==> config.mk <==
export PLATFORM = sky130hd
export DESIGN_NAME = keyed_reset_regs
export DESIGN_NICKNAME = d
export VERILOG_FILES = /design/src/rtl/rstkey_pkg.sv /design/src/rtl/key_gate.sv /design/src/rtl/reg_bank.sv /design/src/rtl/req_fsm.sv /design/src/rtl/keyed_reset_regs.sv
export SDC_FILE = /design/constraint.sdc
export NUM_CORES = 1
export LEC_CHECK = 0
export ABC_AREA = 1
export BUFFER_PORTS_ARGS = -buffer_cell sky130_fd_sc_hd__buf_2
export CAP_MARGIN = 25
export CORE_MARGIN = 4
export CORE_UTILIZATION = 30
export CTS_CLUSTER_DIAMETER = 80
export DETAILED_ROUTE_END_ITERATION = 12
export SLEW_MARGIN = 20
export SYNTH_ARGS = -nofsm -noshare
export SYNTH_HDL_FRONTEND = slang
export SYNTH_SLANG_ARGS = --single-unit
==> constraint.sdc <==
create_clock -name clk -period 1.25 [get_ports clk]
set_input_delay 0.125 -clock clk [delete_from_list [all_inputs] [get_ports clk]]
set_output_delay 0.125 -clock clk [all_outputs]
set_load 0.01 [all_outputs]
==> src/rtl/rstkey_pkg.sv <==
package rstkey_pkg;

    typedef enum logic [1:0] {
        ST_IDLE   = 2'd0,
        ST_REBOOT = 2'd1,
        ST_HALT   = 2'd2
    } req_state_t;

    typedef enum logic [1:0] {
        SEL_CTRL = 2'd0,
        SEL_STAT = 2'd1,
        SEL_WDOG = 2'd2,
        SEL_NONE = 2'd3
    } reg_sel_t;

    localparam int NUM_REGS = 3;

endpackage

==> src/rtl/key_gate.sv <==
module key_gate
    import rstkey_pkg::*;
#(
    parameter int               ADDR_W   = 9,
    parameter int               DATA_W   = 32,
    parameter int               KEY_W    = 8,
    parameter logic [KEY_W-1:0] KEY_VAL  = 8'h5A,
    parameter logic [ADDR_W-1:0] CTRL_OFF = 9'h01C,
    parameter logic [ADDR_W-1:0] STAT_OFF = 9'h020,
    parameter logic [ADDR_W-1:0] WDOG_OFF = 9'h024
) (
    input  logic              wr_i,
    input  logic [ADDR_W-1:0] addr_i,
    input  logic [DATA_W-1:0] wdata_i,
    output reg_sel_t          sel_o,
    output logic              wr_ok_o,
    output logic              key_bad_o,
    output logic [DATA_W-1:0] clean_o
);

    localparam int PAY_W = DATA_W - KEY_W;

    logic key_match;

    always_comb begin
        if (addr_i == CTRL_OFF)      sel_o = SEL_CTRL;
        else if (addr_i == STAT_OFF) sel_o = SEL_STAT;
        else if (addr_i == WDOG_OFF) sel_o = SEL_WDOG;
        else                         sel_o = SEL_NONE;
    end

    assign key_match = (wdata_i[DATA_W-1 -: KEY_W] == KEY_VAL);
    assign wr_ok_o   = wr_i && key_match && (sel_o != SEL_NONE);
    assign key_bad_o = wr_i && !key_match;
    assign clean_o   = {{KEY_W{1'b0}}, wdata_i[PAY_W-1:0]};

    // an accepted write and a rejected write are exclusive
    always_comb begin
        assert_gate_excl_R2: assert (!(wr_ok_o && key_bad_o));
    end

endmodule

==> src/rtl/reg_bank.sv <==
module reg_bank #(
    parameter int                        DATA_W   = 32,
    parameter int                        KEY_W    = 8,
    parameter int                        NUM      = 3,
    parameter logic [NUM*DATA_W-1:0]     RST_VALS = '0
) (
    input  logic                        clk,
    input  logic                        rst_n,
    input  logic [NUM-1:0]              we_i,
    input  logic [DATA_W-1:0]           wdata_i,
    output logic [NUM-1:0][DATA_W-1:0]  q_o
);

    // at most one register is written per cycle
    assert_one_target_R9: assert property (@(posedge clk) disable iff (!rst_n)
        $onehot0(we_i));

    for (genvar i = 0; i < NUM; i++) begin : g_reg
        always_ff @(posedge clk or negedge rst_n) begin
            if (!rst_n)       q_o[i] <= RST_VALS[i*DATA_W +: DATA_W];
            else if (we_i[i]) q_o[i] <= wdata_i;
        end

        // a register without its write enable keeps its value
        assert_hold_R2: assert property (@(posedge clk) disable iff (!rst_n)
            !we_i[i] |=> $stable(q_o[i]));

        // the key byte is never held in storage
        assert_no_key_R3: assert property (@(posedge clk) disable iff (!rst_n)
            q_o[i][DATA_W-1 -: KEY_W] == '0);
    end

endmodule

==> src/rtl/req_fsm.sv <==
module req_fsm
    import rstkey_pkg::*;
(
    input  logic clk,
    input  logic rst_n,
    input  logic trig_i,
    input  logic halt_i,
    output logic reset_pulse_o,
    output logic poweroff_pulse_o
);

    req_state_t state_q, state_d;

    always_ff @(posedge clk or negedge rst_n) begin
        if (!rst_n) state_q <= ST_IDLE;
        else        state_q <= state_d;
    end

    // go_reboot / go_halt from any state, settle otherwise
    always_comb begin
        if (trig_i) state_d = halt_i ? ST_HALT : ST_REBOOT;
        else        state_d = ST_IDLE;
    end

    always_comb begin
        reset_pulse_o    = 1'b0;
        poweroff_pulse_o = 1'b0;
        unique case (state_q)
            ST_IDLE:   ;
            ST_REBOOT: reset_pulse_o    = 1'b1;
            ST_HALT:   poweroff_pulse_o = 1'b1;
            default:   ;
        endcase
    end

    assert_reboot_R5: assert property (@(posedge clk) disable iff (!rst_n)
        (trig_i && !halt_i) |=> (state_q == ST_REBOOT));

    assert_halt_R6: assert property (@(posedge clk) disable iff (!rst_n)
        (trig_i && halt_i) |=> (state_q == ST_HALT));

    // no trigger, no request in the following cycle
    assert_settle_R7: assert property (@(posedge clk) disable iff (!rst_n)
        !trig_i |=> (state_q == ST_IDLE));

endmodule

==> src/rtl/keyed_reset_regs.sv <==
module keyed_reset_regs
    import rstkey_pkg::*;
#(
    parameter int                ADDR_W    = 9,
    parameter int                DATA_W    = 32,
    parameter int                KEY_W     = 8,
    parameter logic [KEY_W-1:0]  KEY_VAL   = 8'h5A,
    parameter logic [ADDR_W-1:0] CTRL_OFF  = 9'h01C,
    parameter logic [ADDR_W-1:0] STAT_OFF  = 9'h020,
    parameter logic [ADDR_W-1:0] WDOG_OFF  = 9'h024,
    parameter logic [DATA_W-1:0] CTRL_RST  = 32'h0000_0102,
    parameter logic [DATA_W-1:0] STAT_RST  = 32'h0000_1000,
    parameter logic [DATA_W-1:0] WDOG_RST  = 32'h0000_0000,
    parameter int                TRIG_BIT  = 5,
    parameter int                CODE_W    = 12,
    parameter logic [CODE_W-1:0] HALT_CODE = 12'h555
) (
    input  logic              clk,
    input  logic              rst_n,
    input  logic              bus_wr,
    input  logic              bus_rd,
    input  logic [ADDR_W-1:0] bus_addr,
    input  logic [DATA_W-1:0] bus_wdata,
    output logic [DATA_W-1:0] bus_rdata,
    output logic              reset_pulse,
    output logic              poweroff_pulse,
    output logic              key_fault
);

    localparam int                       IDX_CTRL = 0;
    localparam int                       IDX_STAT = 1;
    localparam int                       IDX_WDOG = 2;
    localparam logic [NUM_REGS*DATA_W-1:0] RST_VALS = {WDOG_RST, STAT_RST, CTRL_RST};

    reg_sel_t                        sel;
    logic                            wr_ok;
    logic                            key_bad;
    logic [DATA_W-1:0]               clean;
    logic [NUM_REGS-1:0]             we;
    logic [NUM_REGS-1:0][DATA_W-1:0] regs;
    logic                            trig;
    logic                            halt;

    key_gate #(
        .ADDR_W  (ADDR_W),
        .DATA_W  (DATA_W),
        .KEY_W   (KEY_W),
        .KEY_VAL (KEY_VAL),
        .CTRL_OFF(CTRL_OFF),
        .STAT_OFF(STAT_OFF),
        .WDOG_OFF(WDOG_OFF)
    ) u_gate (
        .wr_i     (bus_wr),
        .addr_i   (bus_addr),
        .wdata_i  (bus_wdata),
        .sel_o    (sel),
        .wr_ok_o  (wr_ok),
        .key_bad_o(key_bad),
        .clean_o  (clean)
    );

    for (genvar i = 0; i < NUM_REGS; i++) begin : g_we
        assign we[i] = wr_ok && (sel == reg_sel_t'(2'(i)));
    end

    reg_bank #(
        .DATA_W  (DATA_W),
        .KEY_W   (KEY_W),
        .NUM     (NUM_REGS),
        .RST_VALS(RST_VALS)
    ) u_bank (
        .clk    (clk),
        .rst_n  (rst_n),
        .we_i   (we),
        .wdata_i(clean),
        .q_o    (regs)
    );

    assign trig = we[IDX_CTRL] && clean[TRIG_BIT];
    assign halt = (regs[IDX_STAT][CODE_W-1:0] == HALT_CODE);

    req_fsm u_fsm (
        .clk             (clk),
        .rst_n           (rst_n),
        .trig_i          (trig),
        .halt_i          (halt),
        .reset_pulse_o   (reset_pulse),
        .poweroff_pulse_o(poweroff_pulse)
    );

    always_ff @(posedge clk or negedge rst_n) begin
        if (!rst_n)       key_fault <= 1'b0;
        else if (key_bad) key_fault <= 1'b1;
    end

    always_comb begin
        bus_rdata = '0;
        if (bus_rd) begin
            case (sel)
                SEL_CTRL: bus_rdata = regs[IDX_CTRL];
                SEL_STAT: bus_rdata = regs[IDX_STAT];
                SEL_WDOG: bus_rdata = regs[IDX_WDOG];
                default:  bus_rdata = '0;
            endcase
        end
    end

    assert_one_req_R8: assert property (@(posedge clk) disable iff (!rst_n)
        $onehot0({reset_pulse, poweroff_pulse}));

    assert_fault_set_R4: assert property (@(posedge clk) disable iff (!rst_n)
        (bus_wr && (bus_wdata[DATA_W-1 -: KEY_W] != KEY_VAL)) |=> key_fault);

    assert_fault_sticky_R4: assert property (@(posedge clk) disable iff (!rst_n)
        key_fault |=> key_fault);

    always_comb begin
        assert_rd_idle_R11: assert (bus_rd || (bus_rdata == '0));
    end

endmodule

==> results.yml <==
logic_synthesis:
  yosysSeqAreaShare_pct: 47.4
  synth-async-reset-ratio_pct: 100
  netlist_instances: 532
  synth_area_sq_mm: 0.00397
  synth_flop_cell: "sky130_fd_sc_hd__dfrtp_1"
  synthDominantCellAreaShare_pct: 45.4
  synth.cells.most_frequent: "sky130_fd_sc_hd__nand2_1, sky130_fd_sc_hd__nand3_1, sky130_fd_sc_hd__dfrtp_1, sky130_fd_sc_hd__inv_1, sky130_fd_sc_hd__buf_2"
  synth.most_common_cell: "sky130_fd_sc_hd__nand2_1"
  syn-mean-instance-area_sq_um: 7.46
  synthesis.yosys.warnings: 0
  synth_edf_count: 0
  synthDominantAreaCellType: "sky130_fd_sc_hd__dfrtp_1"
  count_of_unique_library_cells_instantiated_by_yosys: 21
  synth.top_cells.by_area: "sky130_fd_sc_hd__dfrtp_1, sky130_fd_sc_hd__nand3_1, sky130_fd_sc_hd__nand2_1, sky130_fd_sc_hd__inv_1, sky130_fd_sc_hd__buf_4"
  synth-seq-cells: 75
global_routing:
  groute.usage.overall_pct: 16.2
  antenna_violations_before_repair: 0
  global_route.overflow_total: 0
  first_global_vias: 3907
  grt_first_pass_wirelength_um: 19200
  grt_start_max_net_pins: 76
timing:
  setup_viol: 47
  max_freq_mhz: 719
  fin_worst_skew_ps: 4.10
  maxSlewViolCount: 0
  rsz0062_at_grt: "true"
  setup_ws_post_layout_ps: -140
  min_period_ps: 1390
  hold_viol: 0
  final.period_utilization_pct: 111
  final.hold.worst_slack_ps: 24.9
critical_path:
  rr_startpoint: "u_bank.q_o[41]"
  critPathCaptureType: "primary output"
  worst-endpoint-arrival_ps: 1270
  crit_path_end: "bus_rdata[18]"
  r2r-end: "u_fsm.state_q[1]"
  critPathLaunch: "bus_addr[5]"
  cp-start-kind: "input port"
  worstRegToRegCells: 7
  critical_path_class: "input port to primary output"
  crit_required_ps: 1120
  setup.reg_to_reg.worst_slack_ps: 110
  worstPathMaxFanout: 24
floorplanning:
  floorplan.die.height_um: 123
  core-area_sq_mm: 0.0128
  die_w_um: 123
  ios: 80
  fp-row-count: 41
  die_area_sq_mm: 0.0151
  initial_utilization_pct: 31.1
placement:
  preCtsSetupSlack_ps: -221
  number_of_cells_after_detailed_placement: 780
  place_congestion: 0.828
  port_buffers: 71
  hpwlAfterDp_um: 8030
clocking:
  clk_pin_slew_worst_paths_ps: 60
  tritoncts: "yes"
  htree_num_levels: 3
  clkLatencyLatePin_ps: 340
  ctsRootBufferMaster: "sky130_fd_sc_hd__clkbuf_16"
  cts.path.max_buffers: 2
  cts_sinks: 75
  cts_made_buffers: 9
status:
  failed_checks: "setup timing"
  outcome: "finished, violations left"
detailed_routing:
  total_wirelength_of_the_detailed_routed_design_um: 11900
  routed_wire_length_per_instance_um: 14.9
  wirelength_met1_um: 5130
  route.antenna.remaining_nets: 0
  drt-vias-per-instance: 4.78
  routed-via-count: 3830
  drt_pass1_iterations: 5
  drcViolationCount: 0
  top_layer_used: "met4"
  met3WireLength_um: 642
  met2_wirelength_from_detailed_routing_um: 5950
  first_iter_violations: 239
finish:
  stdcell_count: 802
  num_antenna_cells: 0
  design.final.nets: 670
  area_delta_synth_final_pct: 33.3
  final_core_util_pct: 41.4
  drive_gt1_share_pct: 28.9
power:
  max-vdd-ir-drop_mv: 0.579
  report.power.total_mw: 5.12
  power_density_relative_to_cell_area_mw_per_mm2: 967
  power.leakage_nw: 2.98
run:
  max-cap-violations: 0
min_path:
  hold_path.class: "input port to flop"
report_power, final:
part	total (mW)	switching, mW	internal [mW]
logic	0.307	0.196	0.112
clock network	2.38	1.04	1.34
registers	2.43	0.000271	2.43
total	5.12	1.23	3.88
state kept, by name (all words and copies together) (netlist names):
register and flops:
key_fault 1, u_bank.q_o 72, u_fsm.state_q 2
routing by layer:
metal	vias to the layer above	global-route usage (%)
met2	123	27.7
met4	0	5.95
li1	1881	-
met5	-	0
met3	19	3.02
met1	1807	20.4
cells by family (layout without fill, tap and decap cells):
logic type             count (synthesis)  count (layout)  synth area share, %
flip-flops                            75              75                 47.4
AND/OR/NAND/NOR                      372             372                 41.9
other                                  1               8               0.0945
buffers and inverters                 82             173                 10.0
AO/OA/AOI/OAI                          2               2                0.599
worst max-delay path, stage by stage:
cell and delay (ps):
sky130_fd_sc_hd__buf_2 100, sky130_fd_sc_hd__inv_2 50, sky130_fd_sc_hd__nand3_1 110, sky130_fd_sc_hd__nor2_4 160, sky130_fd_sc_hd__nand2_2 90, sky130_fd_sc_hd__a21oi_4 170
sky130_fd_sc_hd__buf_12 190, sky130_fd_sc_hd__nand2_1 80, sky130_fd_sc_hd__inv_1 50, sky130_fd_sc_hd__buf_2 120
what timing repair did:
action | in CTS | in global routing
hold buffers | 2 | 0
setup buffers | 0 | 2
pin swaps | 3 | 5
cloned | 0 | 2
hold endpoints to repair | 73 | 0
setup endpoints to repair | 24 | 25
resized for setup | 13 | 33
placed cells by master (no fill, tap or decap):
cell type / instances
sky130_fd_sc_hd__buf_12: 10
sky130_fd_sc_hd__a21o_1: 1
sky130_fd_sc_hd__nand3_2: 19
sky130_fd_sc_hd__nor3_1: 3
sky130_fd_sc_hd__nor3b_1: 1
sky130_fd_sc_hd__clkinv_2: 2
sky130_fd_sc_hd__clkinvlp_4: 3
sky130_fd_sc_hd__dfrtp_1: 72
sky130_fd_sc_hd__nand2_1: 173
sky130_fd_sc_hd__buf_2: 67
sky130_fd_sc_hd__inv_1: 31
sky130_fd_sc_hd__clkbuf_1: 1
sky130_fd_sc_hd__buf_6: 11
sky130_fd_sc_hd__dlygate4sd3_1: 2
sky130_fd_sc_hd__dfstp_2: 3
sky130_fd_sc_hd__nor2_2: 4
sky130_fd_sc_hd__a21oi_4: 1
sky130_fd_sc_hd__clkbuf_16: 11
sky130_fd_sc_hd__nand2_2: 8
sky130_fd_sc_hd__and2_4: 1
sky130_fd_sc_hd__inv_6: 1
sky130_fd_sc_hd__inv_2: 7
sky130_fd_sc_hd__nor2_4: 7
sky130_fd_sc_hd__conb_1: 8
sky130_fd_sc_hd__nand3_1: 151
sky130_fd_sc_hd__buf_4: 27
sky130_fd_sc_hd__nor2_1: 5
cell type report:
type                       count  area [sq um]
fill                        1311          7480
sequential                    75          1880
multi-input combinational    382          1850
timing repair buffer         119           932
clock buffer                  10           229
tap                          172           215
inverter                      38           143
clock inverter                 6          41.3
worst min path at each step:
stage	from	end	cells past startpoint
2_1_floorplan	rst_n	key_fault	0
3_3_place_gp	rst_n	u_bank.q_o[15]	2
3_5_place_dp	rst_n	u_bank.q_o[15]	2
4_1_cts	bus_wdata[8]	u_bank.q_o[8]	3
5_1_grt	bus_wdata[8]	u_bank.q_o[8]	3
6_report	bus_wdata[8]	u_bank.q_o[8]	3
through the flow:
| step | cell area (sq um) | TNS (ps) |
|---|---|---|
| after floorplan | 4000 | 0 |
| after CTS | 5100 | -3390 |
| after global placement | 4760 | -11900 |
| after global routing | 5290 | -9440 |
| final | 5290 | -3370 |
| after detailed placement | 4760 | -14150 |
No activity file was read; power rests on OpenSTA's default activity.
